<file path="config.mk">
export PLATFORM = sky130hd
export DESIGN_NAME = bert_rx
export DESIGN_NICKNAME = d
export VERILOG_FILES = /design/src/rtl/bert_rx_pkg.sv /design/src/rtl/bert_rx_rise.sv /design/src/rtl/bert_rx_ref.sv /design/src/rtl/bert_rx_lock.sv /design/src/rtl/bert_rx_tally.sv /design/src/rtl/bert_rx.sv
export SDC_FILE = /design/constraint.sdc
export NUM_CORES = 1
export LEC_CHECK = 0
export ABC_AREA = 1
export BUFFER_PORTS_ARGS = -buffer_cell sky130_fd_sc_hd__buf_2
export CAP_MARGIN = 30
export CELL_PAD_IN_SITES_DETAIL_PLACEMENT = 0
export CELL_PAD_IN_SITES_GLOBAL_PLACEMENT = 1
export CORE_MARGIN = 1
export CORE_UTILIZATION = 45
export DETAILED_ROUTE_END_ITERATION = 10
export PLACE_DENSITY = 0.79
export SLEW_MARGIN = 10
export SYNTH_ARGS = -nofsm -noshare
export SYNTH_HDL_FRONTEND = slang
export SYNTH_SLANG_ARGS = --single-unit
</file>
<file path="constraint.sdc">
create_clock -name clk_i -period 9.7 [get_ports clk_i]
set_clock_uncertainty 0.2 [all_clocks]
set_input_delay 0.97 -clock clk_i [delete_from_list [all_inputs] [get_ports clk_i]]
set_output_delay 0.97 -clock clk_i [all_outputs]
set_load 0.01 [all_outputs]
</file>
<file path="src/rtl/bert_rx_pkg.sv">
package bert_rx_pkg;
  localparam int unsigned LFSR_W = 23;

  typedef enum logic [1:0] {
    PAT_P9  = 2'd0,
    PAT_P15 = 2'd1,
    PAT_P23 = 2'd2,
    PAT_REP = 2'd3
  } pat_sel_e;

  // s[0] holds the newest bit, s[k-1] the bit k places back
  function automatic logic prbs_fb(pat_sel_e sel, logic [LFSR_W-1:0] s);
    logic fb;
    case (sel)
      PAT_P9:  fb = s[8] ^ s[4];
      PAT_P15: fb = s[14] ^ s[13];
      default: fb = s[22] ^ s[17];
    endcase
    return fb;
  endfunction
endpackage

</file>
<file path="src/rtl/bert_rx_rise.sv">
module bert_rx_rise (
  input  logic clk_i,
  input  logic rst_ni,
  input  logic lvl_i,
  output logic rise_o
);
  logic lvl_q;

  always_ff @(posedge clk_i or negedge rst_ni) begin
    if (!rst_ni) lvl_q <= 1'b0;
    else         lvl_q <= lvl_i;
  end

  assign rise_o = lvl_i & ~lvl_q;
endmodule

</file>
<file path="src/rtl/bert_rx_ref.sv">
module bert_rx_ref
  import bert_rx_pkg::*;
#(
  parameter int unsigned REP_W = 32,
  localparam int unsigned PTR_W = $clog2(REP_W)
) (
  input  logic             clk_i,
  input  logic             rst_ni,
  input  pat_sel_e         sel_i,
  input  logic [REP_W-1:0] rep_pat_i,
  input  logic [PTR_W-1:0] rep_len_i,
  input  logic             in_bit_i,
  input  logic             hunt_i,
  output logic             exp_bit_o
);
  logic [LFSR_W-1:0] lfsr_q;
  logic [PTR_W-1:0]  ptr_q;
  logic              prbs_bit, rep_bit, slip;

  assign prbs_bit  = prbs_fb(sel_i, lfsr_q);
  assign rep_bit   = rep_pat_i[ptr_q];
  assign exp_bit_o = (sel_i == PAT_REP) ? rep_bit : prbs_bit;
  // hunting in repeat mode: hold phase on mismatch, i.e. slip one bit
  assign slip      = hunt_i && (sel_i == PAT_REP) && (in_bit_i != rep_bit);

  always_ff @(posedge clk_i or negedge rst_ni) begin
    if (!rst_ni) begin
      lfsr_q <= '0;
      ptr_q  <= '0;
    end else begin
      lfsr_q <= {lfsr_q[LFSR_W-2:0], hunt_i ? in_bit_i : prbs_bit};
      if (!slip) ptr_q <= (ptr_q >= rep_len_i) ? '0 : ptr_q + PTR_W'(1);
    end
  end
endmodule

</file>
<file path="src/rtl/bert_rx_lock.sv">
module bert_rx_lock #(
  parameter int unsigned LOCK_RUN  = 32,
  parameter int unsigned WIN_LEN   = 64,
  parameter int unsigned ERR_LIMIT = 6,
  localparam int unsigned RUN_W  = $clog2(LOCK_RUN + 1),
  localparam int unsigned WCNT_W = $clog2(WIN_LEN + 1)
) (
  input  logic clk_i,
  input  logic rst_ni,
  input  logic resync_i,
  input  logic match_i,
  output logic sync_o
);
  logic               locked_q;
  logic [RUN_W-1:0]   run_q;
  logic [WIN_LEN-1:0] hist_q;
  logic [WCNT_W-1:0]  wcnt_q, wcnt_nxt;
  logic               err, drop, lose;

  assign err      = ~match_i;
  assign drop     = hist_q[WIN_LEN-1];
  assign wcnt_nxt = wcnt_q + {{(WCNT_W-1){1'b0}}, err} - {{(WCNT_W-1){1'b0}}, drop};
  assign lose     = wcnt_nxt >= WCNT_W'(ERR_LIMIT);

  always_ff @(posedge clk_i or negedge rst_ni) begin
    if (!rst_ni) begin
      locked_q <= 1'b0;
      run_q    <= '0;
      hist_q   <= '0;
      wcnt_q   <= '0;
    end else if (resync_i) begin
      locked_q <= 1'b0;
      run_q    <= '0;
      hist_q   <= '0;
      wcnt_q   <= '0;
    end else if (!locked_q) begin
      hist_q <= '0;
      wcnt_q <= '0;
      if (!match_i) begin
        run_q <= '0;
      end else if (run_q == RUN_W'(LOCK_RUN - 1)) begin
        run_q    <= '0;
        locked_q <= 1'b1;
      end else begin
        run_q <= run_q + RUN_W'(1);
      end
    end else if (lose) begin
      locked_q <= 1'b0;
      hist_q   <= '0;
      wcnt_q   <= '0;
    end else begin
      hist_q <= {hist_q[WIN_LEN-2:0], err};
      wcnt_q <= wcnt_nxt;
    end
  end

  assign sync_o = locked_q;
endmodule

</file>
<file path="src/rtl/bert_rx_tally.sv">
module bert_rx_tally #(
  parameter int unsigned CNT_W = 32
) (
  input  logic             clk_i,
  input  logic             rst_ni,
  input  logic             bit_en_i,
  input  logic             err_en_i,
  input  logic             snap_i,
  output logic [CNT_W-1:0] bit_cnt_o,
  output logic [CNT_W-1:0] err_cnt_o
);
  localparam int unsigned LANES = 2;

  logic [LANES-1:0]       inc;
  logic [CNT_W-1:0]       held [LANES];

  assign inc = {err_en_i, bit_en_i};

  for (genvar k = 0; k < LANES; k++) begin : g_lane
    logic [CNT_W-1:0] live_q, held_q;

    always_ff @(posedge clk_i or negedge rst_ni) begin
      if (!rst_ni) begin
        live_q <= '0;
        held_q <= '0;
      end else if (snap_i) begin
        held_q <= live_q;
        live_q <= {{(CNT_W-1){1'b0}}, inc[k]};  // edge-cycle bit opens new window
      end else if (inc[k] && (live_q != '1)) begin
        live_q <= live_q + CNT_W'(1);
      end
    end

    assign held[k] = held_q;
  end

  assign bit_cnt_o = held[0];
  assign err_cnt_o = held[1];
endmodule

</file>
<file path="src/rtl/bert_rx.sv">
module bert_rx
  import bert_rx_pkg::*;
#(
  parameter int unsigned CNT_W     = 32,
  parameter int unsigned LOCK_RUN  = 32,
  parameter int unsigned WIN_LEN   = 64,
  parameter int unsigned ERR_LIMIT = 6,
  parameter int unsigned REP_W     = 32,
  localparam int unsigned PTR_W    = $clog2(REP_W)
) (
  input  logic             clk_i,
  input  logic             rst_ni,
  input  logic             data_i,
  input  logic             rx_inv_i,
  input  logic [1:0]       pat_sel_i,
  input  logic [REP_W-1:0] rep_pat_i,
  input  logic [PTR_W-1:0] rep_len_i,
  input  logic             resync_i,
  input  logic             latch_i,
  output logic             sync_o,
  output logic [CNT_W-1:0] bit_cnt_o,
  output logic [CNT_W-1:0] err_cnt_o
);
  logic     in_bit, exp_bit, match, locked;
  logic     resync_rise, latch_rise;
  pat_sel_e sel;

  assign sel    = pat_sel_e'(pat_sel_i);
  assign in_bit = data_i ^ rx_inv_i;
  assign match  = (in_bit == exp_bit);

  bert_rx_rise u_resync_edge (
    .clk_i (clk_i), .rst_ni (rst_ni), .lvl_i (resync_i), .rise_o (resync_rise)
  );

  bert_rx_rise u_latch_edge (
    .clk_i (clk_i), .rst_ni (rst_ni), .lvl_i (latch_i), .rise_o (latch_rise)
  );

  bert_rx_ref #(.REP_W(REP_W)) u_ref (
    .clk_i     (clk_i),
    .rst_ni    (rst_ni),
    .sel_i     (sel),
    .rep_pat_i (rep_pat_i),
    .rep_len_i (rep_len_i),
    .in_bit_i  (in_bit),
    .hunt_i    (~locked),
    .exp_bit_o (exp_bit)
  );

  bert_rx_lock #(
    .LOCK_RUN (LOCK_RUN),
    .WIN_LEN  (WIN_LEN),
    .ERR_LIMIT(ERR_LIMIT)
  ) u_lock (
    .clk_i    (clk_i),
    .rst_ni   (rst_ni),
    .resync_i (resync_rise),
    .match_i  (match),
    .sync_o   (locked)
  );

  bert_rx_tally #(.CNT_W(CNT_W)) u_tally (
    .clk_i     (clk_i),
    .rst_ni    (rst_ni),
    .bit_en_i  (locked),
    .err_en_i  (locked & ~match),
    .snap_i    (latch_rise),
    .bit_cnt_o (bit_cnt_o),
    .err_cnt_o (err_cnt_o)
  );

  assign sync_o = locked;
endmodule

</file>
==> flow_summary.json, run 1 <==
{
  "status": "complete, no violations",
  "crit_chain": "inv_4 -> nand2_1 -> nand3_1 -> nand3_1 -> nand2_1 -> nor2_1 -> nand2_2 -> nand3_1 -> nand3_1 -> nand2_4 -> ha_1 -> inv_1 -> fa_1 -> o31ai_2 -> nand2_1 -> nand2_1 -> a21oi_1 -> or2_2 -> nand4_1 -> buf_4 -> nor2_1",
  "p_leak_nw": 6.24,
  "crit_path_top_delay_cell": "dfrtp_1",
  "arrival_ps": 4620,
  "min_period_over_period_pct": 45.9,
  "cts_root_buf": "clkbuf_16",
  "clock_sinks": 236,
  "seq_area_frac_synth_pct": 53.9,
  "crit_family": "simple AND/OR/NAND/NOR gates",
  "path_buf_inv": 3,
  "dr.first_iter.drc_count": 511,
  "antenna_found_initial": 0,
  "finalNonFillerCells": 1746,
  "synthDistinctLibCells": 47,
  "holdWs_ps": 146,
  "synth_warnings": 0,
  "finalCriticalPeriod_ps": 4450,
  "grt_pass1_wl_mm": 40.2,
  "postCtsSetupBuffers": 0,
  "h-tree-depth": 1,
  "fp-row-count": 56,
  "min_path_cells": 0,
  "dp_hpwl_mm": 15.6,
  "vias": 8413,
  "p_per_area_nw_per_um2": 194,
  "cts_tree": "done",
  "track_usage_pct": 20.0,
  "regToRegEndpoint": "u_lock.hist_q[30]",
  "synth_area_leaders": "dfrtp_1, nand2_1, inv_1",
  "fmaxAchievable_mhz": 225,
  "netlist.area_leader.share_pct": 53.9,
  "clock_tree.buffer_depth": 3,
  "area_growth_pct": 16.3,
  "drc": 0,
  "overflow": 0,
  "synth-edff-count": 0,
  "start_util_pct": 46.3,
  "critical_path_class": "flop to flop",
  "timing.setup.tns_ps": 0,
  "io_buffers": 109,
  "first_pass_iters": 4,
  "ant_nets": 0,
  "drive_gt1_share_pct": 15.6,
  "setup_viol": 0,
  "nets": 1470,
  "antenna_cells": 0,
  "cts_resized": 0,
  "place_inst": 1697,
  "peakVddDrop_v": 0.000151,
  "design.die.area_sq_um": 25000,
  "place.gp.congestion": 0.862,
  "nFillCells": 2256,
  "synth_top_area_cell": "dfrtp_1",
  "cts_made_buffers": 26,
  "hold_violations": 0,
  "cp_slowest_stage_delay_ps": 780,
  "hold_end": "u_ref.lfsr_q[8]",
  "required_ps": 9870,
  "netlist_area_sq_um": 11000,
  "hold_start": "u_ref.lfsr_q[7]",
  "synth_cells": 1301,
  "cts.clk_slew.worst_paths_ps": 60,
  "postSynth.asyncResetShare_pct": 100,
  "routed_via_density": 4.82,
  "place_ws_ps": 5180,
  "die_h_um": 158,
  "slew_viol_final": 0,
  "reg2reg_depth": 21,
  "ys_ff_latch": 236,
  "min_path_type": "flop to flop",
  "die-width_um": 158,
  "cp-start-kind": "flop",
  "rr_startpoint": "u_ref.ptr_q[0]",
  "coreArea_sq_um": 23700,
  "cts_hold_buf": 0,
  "setup_slack_ps": 5250,
  "slew_headroom_pct": 54.1,
  "final_util_pct": 53.8,
  "routedWlPerCell_um": 13.6,
  "avgSynthCellArea_sq_um": 8.42,
  "cp_max_fo": 68,
  "ys.flop_type": "dfrtp_1",
  "cp-end-kind": "flop",
  "routed_wl_mm": 23.7,
  "grt_pass1_vias": 8289,
  "grt_max_degree": 106,
  "grt_setup_unrepaired": "no",
  "ff2ff_setup_slack_ps": 5250,
  "insertion_delay_ps": 530,
  "cap_viol_max_count": 0,
  "tightest_slew_ps": 688,
  "io_pins": 110
}
## cells in the mapped netlist (4+ instances only)
cell and number:
buf_4 4, dfrtp_1 236, ha_1 16, nand4_1 16, nor4_1 6, xnor2_1 5
nor3_1 45, o21ai_0 76, a21oi_1 30, o21bai_1 5, buf_2 4, xor2_1 29
nand2_2 40, clkbuf_1 28, inv_2 5, inv_1 200, nand2_1 279, nor2_1 149
nand3_1 89
## area by class of cell
cell class / instances / area [sq um] / share of cell area, %
multi-input cells: 821 / 4060 / 31.8
inverters: 206 / 778 / 6.10
clock inverters: 11 / 169 / 1.32
flip-flops and latches: 236 / 5910 / 46.3
repair buffers: 117 / 668 / 5.24
clock buffers: 36 / 769 / 6.04
well taps: 319 / 399 / 3.13
## worst max path at each step
stage,start,end,slack [ps],cells past startpoint
final,u_ref.ptr_q[0],u_lock.hist_q[30],5250,21
after detailed placement,rep_pat_i[29],u_lock.hist_q[30],5180,21
after global routing,u_ref.ptr_q[0],u_lock.hist_q[4],4770,21
after global placement,rep_pat_i[31],u_lock.sync_o,5250,21
after floorplan,rep_pat_i[29],u_lock.sync_o,5740,21
after CTS,u_ref.ptr_q[0],u_lock.hist_q[4],5180,21
## per-layer routing
metal | wire [um] | GRT usage (%) | vias to the layer above
met3 | 1080 | 3.26 | 28
met5 | 0 | 0 | -
met2 | 10500 | 31.5 | 144
met1 | 11700 | 28.9 | 3955
li1 | - | - | 4286
met4 | 435 | 4.76 | 0
## kinds of logic (layout without fill, tap and decap cells)
family	after synthesis	in the layout	share of synthesized area (%)
other cells	1	4	0.0342
xor+xnor	34	34	2.72
compound gates	125	125	6.21
fa+ha+maj	17	17	2.01
simple gates	641	641	25.9
flops	236	236	53.9
buf+inv	247	370	9.25
## sequential cells by signal, indices dropped and copies added, names as in the netlist, 5 cells and up
register,count
u_lock.hist_q,64
u_tally.bit_cnt_o,32
u_lock.run_q,6
u_lock.wcnt_q,7
u_ref.lfsr_q,23
u_tally.err_cnt_o,32
u_ref.ptr_q,5
u_tally.g_lane.live_q,64
## worst reg2reg max path, stage by stage (launching register included)
cell     delay [ps]
dfrtp_1         780
inv_4           210
nand2_1         110
nand3_1          70
nand3_1          90
nand2_1          50
nor2_1          130
nand2_2          80
nand3_1         100
nand3_1         140
nand2_4         140
ha_1            170
inv_1            60
fa_1            410
o31ai_2         310
nand2_1          90
nand2_1          70
a21oi_1          70
or2_2           280
nand4_1          90
buf_4           530
nor2_1          120
## per-stage QoR
step                instance area [sq um]  power [mW]
floorplan                           11000        1.34
global placement                    11700        1.43
finish                              12700        2.47
detailed placement                  11800        1.44
CTS                                 12700        2.51
global route                        12700        2.59
## layout by cell type (no fill, tap or decap), types with 3 or more instances in the layout
cell type   Yosys  layout
nor2_4          2       3
dfrtp_1       236     236
clkinvlp_4      0       4
ha_1           16      16
clkbuf_16       0      27
nand4_1        16      16
nor2_1        149     148
nand3_1        89      89
o21ai_0        76      76
nand2_2        40      40
buf_2           4     108
conb_1          1       4
inv_1         200     200
nor3b_1         3       3
inv_2           5       4
nand2_1       279     279
clkbuf_8        0       6
a21oi_1        30      30
o21bai_1        5       5
nor3_1         45      45
buf_4           4       5
bufinv_16       0       4
xnor2_1         5       5
xor2_1         29      29
or2_2           3       3
nor4_1          6       6
clkbuf_1       28       3
## power breakdown
| part | internal, mW | switching, mW | leakage, nW |
|---|---|---|---|
| registers | 1.04 | 0.0636 | 3.19 |
| logic | 0.115 | 0.197 | 2.60 |
| clock network | 0.660 | 0.395 | 0.448 |
(Power assumes the default switching activity.)
==> run 2, diff against run 1 <==
Clock period 9.7 ns to 4.6 ns, I/O delays scaled along.
==> run 2 against run 1 <==
Compared with the run above: global-route usage decreased by 0.18 points; total power increased by 110%; non-clock buffer count increased by 1; cell area about the same; core utilization about the same; die area unchanged; register-to-register slack got worse by 4500 ps; count of clock-buffer cells in the layout unchanged; wire length decreased by 0.77%; maximum frequency increased by 15%; clock power increased by 110%; sequential power increased by 110%; critical path type unchanged; critical endpoint is now u_lock.hist_q[37].
==> flow_summary.json, run 2 (synthesized netlist as in run 1, its figures left out) <==
{
  "grt_setup_unrepaired": "no",
  "cts.clk_slew.worst_paths_ps": 60,
  "hold_violations": 0,
  "cts_tree": "done",
  "p_per_area_nw_per_um2": 411,
  "power_switching_mw": 1.38,
  "clock_tree.buffer_depth": 3,
  "fp-row-count": 56,
  "nets": 1471,
  "internal-power_mw": 3.85,
  "setup_slack_ps": 723,
  "cp-start-kind": "flop",
  "finalCriticalPeriod_ps": 3880,
  "fmaxAchievable_mhz": 258,
  "insertion_delay_ps": 520,
  "clock_sinks": 236,
  "mostFrequentLayoutCells": "nand2_1, dfrtp_1, inv_1",
  "grt_pass1_wl_mm": 39.9,
  "design.die.area_sq_um": 25000,
  "routedWlPerCell_um": 13.5,
  "tightest_slew_ps": 1030,
  "finalNonFillerCells": 1747,
  "io_buffers": 109,
  "cts_made_buffers": 26,
  "h-tree-depth": 1,
  "slew_headroom_pct": 31.0,
  "arrival_ps": 4080,
  "cap_viol_max_count": 0,
  "track_usage_pct": 19.8,
  "largestRegisters": "u_lock.hist_q x64, u_tally.g_lane.live_q x64",
  "drc": 0,
  "status": "complete, no violations",
  "cp_max_fo": 67,
  "start_util_pct": 46.3,
  "antenna_found_initial": 0,
  "comb_power_share_pct": 13.1,
  "antenna_cells": 0,
  "critical_path_class": "flop to flop",
  "grt_pass1_vias": 8105,
  "power.clock.fraction_pct": 43.0,
  "min_path_type": "flop to flop",
  "die-width_um": 158,
  "dr.first_iter.drc_count": 493,
  "min_period_over_period_pct": 84.3,
  "swShare_pct": 26.4,
  "peakVddDrop_v": 0.000261,
  "p_leak_nw": 6.24,
  "fin_area_sq_um": 12700,
  "area_growth_pct": 16.3,
  "place_inst": 1697,
  "cts_root_buf": "clkbuf_16",
  "required_ps": 4800,
  "place.gp.congestion": 0.851,
  "drive_gt1_share_pct": 15.3,
  "routed_via_density": 4.78,
  "setup_viol": 0,
  "power_mw": 5.23,
  "routed_wl_mm": 23.5,
  "vias": 8353,
  "grt_max_degree": 140,
  "cp-end-kind": "flop",
  "seq_power_share_pct": 44.0,
  "ant_nets": 0,
  "postCtsSetupBuffers": 0,
  "dp_hpwl_mm": 15.8,
  "placed_cell_area_sq_um": 11800,
  "die_h_um": 158,
  "timing.setup.tns_ps": 0,
  "overflow": 0,
  "holdWs_ps": 148,
  "io_pins": 110,
  "final_common_cell": "nand2_1",
  "place_ws_ps": 682,
  "final_util_pct": 53.8,
  "slew_viol_final": 0,
  "first_pass_iters": 5,
  "coreArea_sq_um": 23700
}
## run 2: cell types whose count changed in the layout (fill, tap and decap cells not counted), sizes merged
cell and change:
dlygate4sd3 +3, bufinv +1, clkinv +2, clkinvlp -3
buf -2
## run 2: path summary, 6_finish.rpt
kind	slack, ps	start	endpoint	depth (start not counted)
hold / removal	150	u_ref.lfsr_q[12]	u_ref.lfsr_q[13]	0
min in group asynchronous	450	rst_ni	u_ref.ptr_q[0]	2
hold reg to reg	150	u_ref.lfsr_q[12]	u_ref.lfsr_q[13]	0
setup reg to reg	720	u_ref.ptr_q[0]	u_lock.hist_q[37]	23
max in group asynchronous	2630	rst_ni	u_tally.g_lane[0].live_q[13]	3
setup / recovery	720	u_ref.ptr_q[0]	u_lock.hist_q[37]	23
## run 2: repair_timing
| item | in CTS | in global routing |
|---|---|---|
| hold buffers | 3 | 0 |
| hold endpoints to repair | 139 | 0 |
| endpoints found under the setup margin | 0 | 0 |
| resized for setup | 0 | 0 |
## run 2: layer usage
metal  global-route usage (%)  vias up  part of all wire [%]
li1                         -     4281                     -
met1                     29.2     3902                    50
met2                     30.8      147                    44
met3                     3.34       23                   4.8
met4                     4.12        0                   1.2
met5                        0        -                     0
## run 2: power by group through the flow
stage / logic (mW) / clock network (mW) / registers [mW]
2_1_floorplan: 0.504 / 0 / 2.32
3_5_place_dp: 0.695 / 0 / 2.34
6_report: 0.683 / 2.25 / 2.30
5_1_grt: 0.795 / 2.39 / 2.32
4_1_cts: 0.700 / 2.31 / 2.30
3_3_place_gp: 0.686 / 0 / 2.34
## run 2: area by class of cell
class	instances	area, sq um
sequential	236	5910
multi-input combinational	821	4060
timing repair buffer	118	668
clock buffer	36	749
fill	2303	10900
inverter	206	778
clock inverter	11	183
tap	319	399
## run 2: critical path, stage by stage (launching register included)
cell	delay [ps]
dfrtp_1	390
buf_4	210
inv_4	160
nand2_1	70
nand2_1	60
nand2_1	50
a21oi_1	140
nor2_1	70
nand2_2	80
nand2_2	70
nand2_2	60
nand3_2	90
nand2_4	140
ha_1	180
inv_1	60
fa_1	410
o31ai_2	310
nand2_1	80
nand2_1	60
a21oi_1	60
or2_2	270
nand4_1	170
buf_12	280
nor2_1	80
==> run 3, diff against run 2 <==
Settings changed: CORE_UTILIZATION 45 to 40, PLACE_DENSITY 0.79 to 0.74.
Clock period 4.6 ns to 3.25 ns, I/O delays scaled along.
==> run 3 against run 2 <==
Compared with the run above: flip-flop and latch count stayed put; critical path depth is 1 higher; clock power is 25% higher; highest routed layer unchanged; register-to-register slack worse by 840 ps; largest cell class unchanged; critical endpoint is now u_lock.hist_q[10]; the run now ends with setup timing left.
==> flow_summary.json, run 3 (synthesized netlist as in run 1, its figures left out) <==
{
  "fin_area_sq_um": 12900,
  "overflow": 0,
  "start_util_pct": 40.7,
  "crit_path_top_delay_cell": "dfrtp_1",
  "reg2reg_depth": 24,
  "h-tree-depth": 1,
  "cp_slowest_stage_delay_ps": 390,
  "slew_viol_final": 0,
  "routed_wl_mm": 24.4,
  "io_buffers": 109,
  "place.gp.congestion": 0.822,
  "hold_end": "u_lock.hist_q[0]",
  "place_ws_ps": -220,
  "startpoint": "u_ref.ptr_q[0]",
  "grt_max_degree": 172,
  "rr_startpoint": "u_ref.ptr_q[0]",
  "dr.first_iter.drc_count": 371,
  "cp-end-kind": "flop",
  "io_pins": 110,
  "required_ps": 3450,
  "largestRegisters": "u_lock.hist_q x64, u_tally.g_lane.live_q x64",
  "antenna_found_initial": 0,
  "routed_via_density": 4.76,
  "mostFrequentLayoutCells": "nand2_1, dfrtp_1, inv_1",
  "nets": 1492,
  "fp-row-count": 60,
  "coreArea_sq_um": 27000,
  "fmaxAchievable_mhz": 297,
  "clock_tree.buffer_depth": 3,
  "ff2ff_setup_slack_ps": -120,
  "p_leak_nw": 6.32,
  "drc": 0,
  "cts_root_buf": "clkbuf_16",
  "routedWlPerCell_um": 13.7,
  "antenna_cells": 0,
  "cp-start-kind": "flop",
  "finalCriticalPeriod_ps": 3370,
  "die_h_um": 168,
  "multi_input_area_sq_um": 4100,
  "slew_headroom_pct": 53.8,
  "setup_slack_ps": -117,
  "vias": 8489,
  "hold_violations": 0,
  "clock_sinks": 236,
  "track_usage_pct": 17.8,
  "min_period_over_period_pct": 104,
  "cap_viol_max_count": 0,
  "hold_start": "data_i",
  "design.die.area_sq_um": 28100,
  "violations": "setup timing",
  "first_pass_iters": 4,
  "arrival_ps": 3570,
  "ant_nets": 0,
  "p_per_area_nw_per_um2": 554,
  "area_growth_pct": 17.9,
  "insertion_delay_ps": 540,
  "grt_pass1_wl_mm": 41.2,
  "dp_hpwl_mm": 16.1,
  "crit_chain": "buf_12 -> inv_12 -> nand2_2 -> nand2_1 -> nand2_1 -> a21oi_1 -> nor2_1 -> nand2_2 -> nand2_2 -> nand2_2 -> nand3_2 -> nand2_4 -> ha_4 -> inv_2 -> fa_2 -> o31ai_4 -> nand2_1 -> nand2_1 -> a21oi_2 -> or2_4 -> nand4_1 -> buf_4 -> buf_16 -> nor2_1",
  "nFillCells": 2622,
  "min_path_cells": 4,
  "cts_made_buffers": 27,
  "cts.clk_slew.worst_paths_ps": 60,
  "cp_max_fo": 20,
  "min_path_type": "primary input to flop",
  "cts_tree": "done",
  "die-width_um": 168,
  "tightest_slew_ps": 693,
  "status": "finished, violations left",
  "placed_cell_area_sq_um": 12000,
  "area.sequential_sq_um": 5910,
  "drive_gt1_share_pct": 16.5,
  "critical_path_class": "flop to flop",
  "setup_viol": 68,
  "peakVddDrop_v": 0.000306,
  "regToRegEndpoint": "u_lock.hist_q[10]",
  "grt_pass1_vias": 8269,
  "final_common_cell": "nand2_1",
  "grt_setup_unrepaired": "yes"
}
[run 3: changes by cell type in the layout (fill, tap and decap cells not counted), sizes merged]
| cell | delta |
|---|---|
| buf | +20 |
| inv | +1 |
| clkinv | -2 |
| bufinv | -4 |
| clkinvlp | -1 |
[run 3: cell type report]
| type | count | area share [%] |
|---|---|---|
| inverters | 206 | 6.10 |
| multi-input cells | 821 | 31.7 |
| repair buffers | 138 | 6.94 |
| well taps | 341 | 3.30 |
| clock inverters | 5 | 0.417 |
| clock buffers | 36 | 5.80 |
| flip-flops and latches | 236 | 45.7 |
[run 3: stage by stage]
stage | instances | power, mW | hold WS (ps) | utilization (%) | TNS [ps]
2_1_floorplan | 1304 | 4.01 | -171 | - | -960
3_3_place_gp | 1735 | 4.39 | 137 | 44.5 | -11550
3_5_place_dp | 1735 | 4.41 | 136 | 44.5 | -13520
4_1_cts | 1783 | 7.28 | 8.68 | 47.9 | -8480
5_1_grt | 1783 | 7.53 | 43.3 | 47.9 | -24850
6_report | 1783 | 7.16 | 38.5 | 47.9 | -7160
[run 3: timing repair]
| item | in CTS | in global routing |
|---|---|---|
| setup endpoints to repair | 68 | 68 |
| hold endpoints to repair | 85 | 0 |
| cloned | 2 | 0 |
| hold buffers | 3 | 0 |
| buffers inserted | 2 | 0 |
| resized for setup | 5 | 0 |
| pin swaps | 1 | 0 |
[run 3: how the worst max path moves through the flow]
stage                              to
floorplan               u_lock.sync_o
global placement        u_lock.sync_o
detailed placement  u_lock.hist_q[55]
CTS                  u_lock.hist_q[0]
global route        u_lock.hist_q[21]
finish              u_lock.hist_q[10]
[run 3: worst max-delay path, delay by kind of cell (launching register included)]
kind                       cells  cell delay, ps
DFF                            1             390
and+or+nand+nor               14            1110
adders and majority gates      2             510
AOI/OAI and AO/OA              3             410
buffers and inverters          5             630
[run 3: power by group]
part	internal, mW	leakage, nW	switching [mW]
Sequential	3.10	3.19	0.131
Combinational	0.439	2.74	0.675
Clock	1.67	0.398	1.14
[run 3: routing by layer]
layer	routed length, um	GRT usage (%)	up-vias
met5	0	0	-
met4	385	3.87	0
met3	936	2.91	25
met2	10700	28.1	133
met1	12300	25.7	4021
li1	-	-	4310
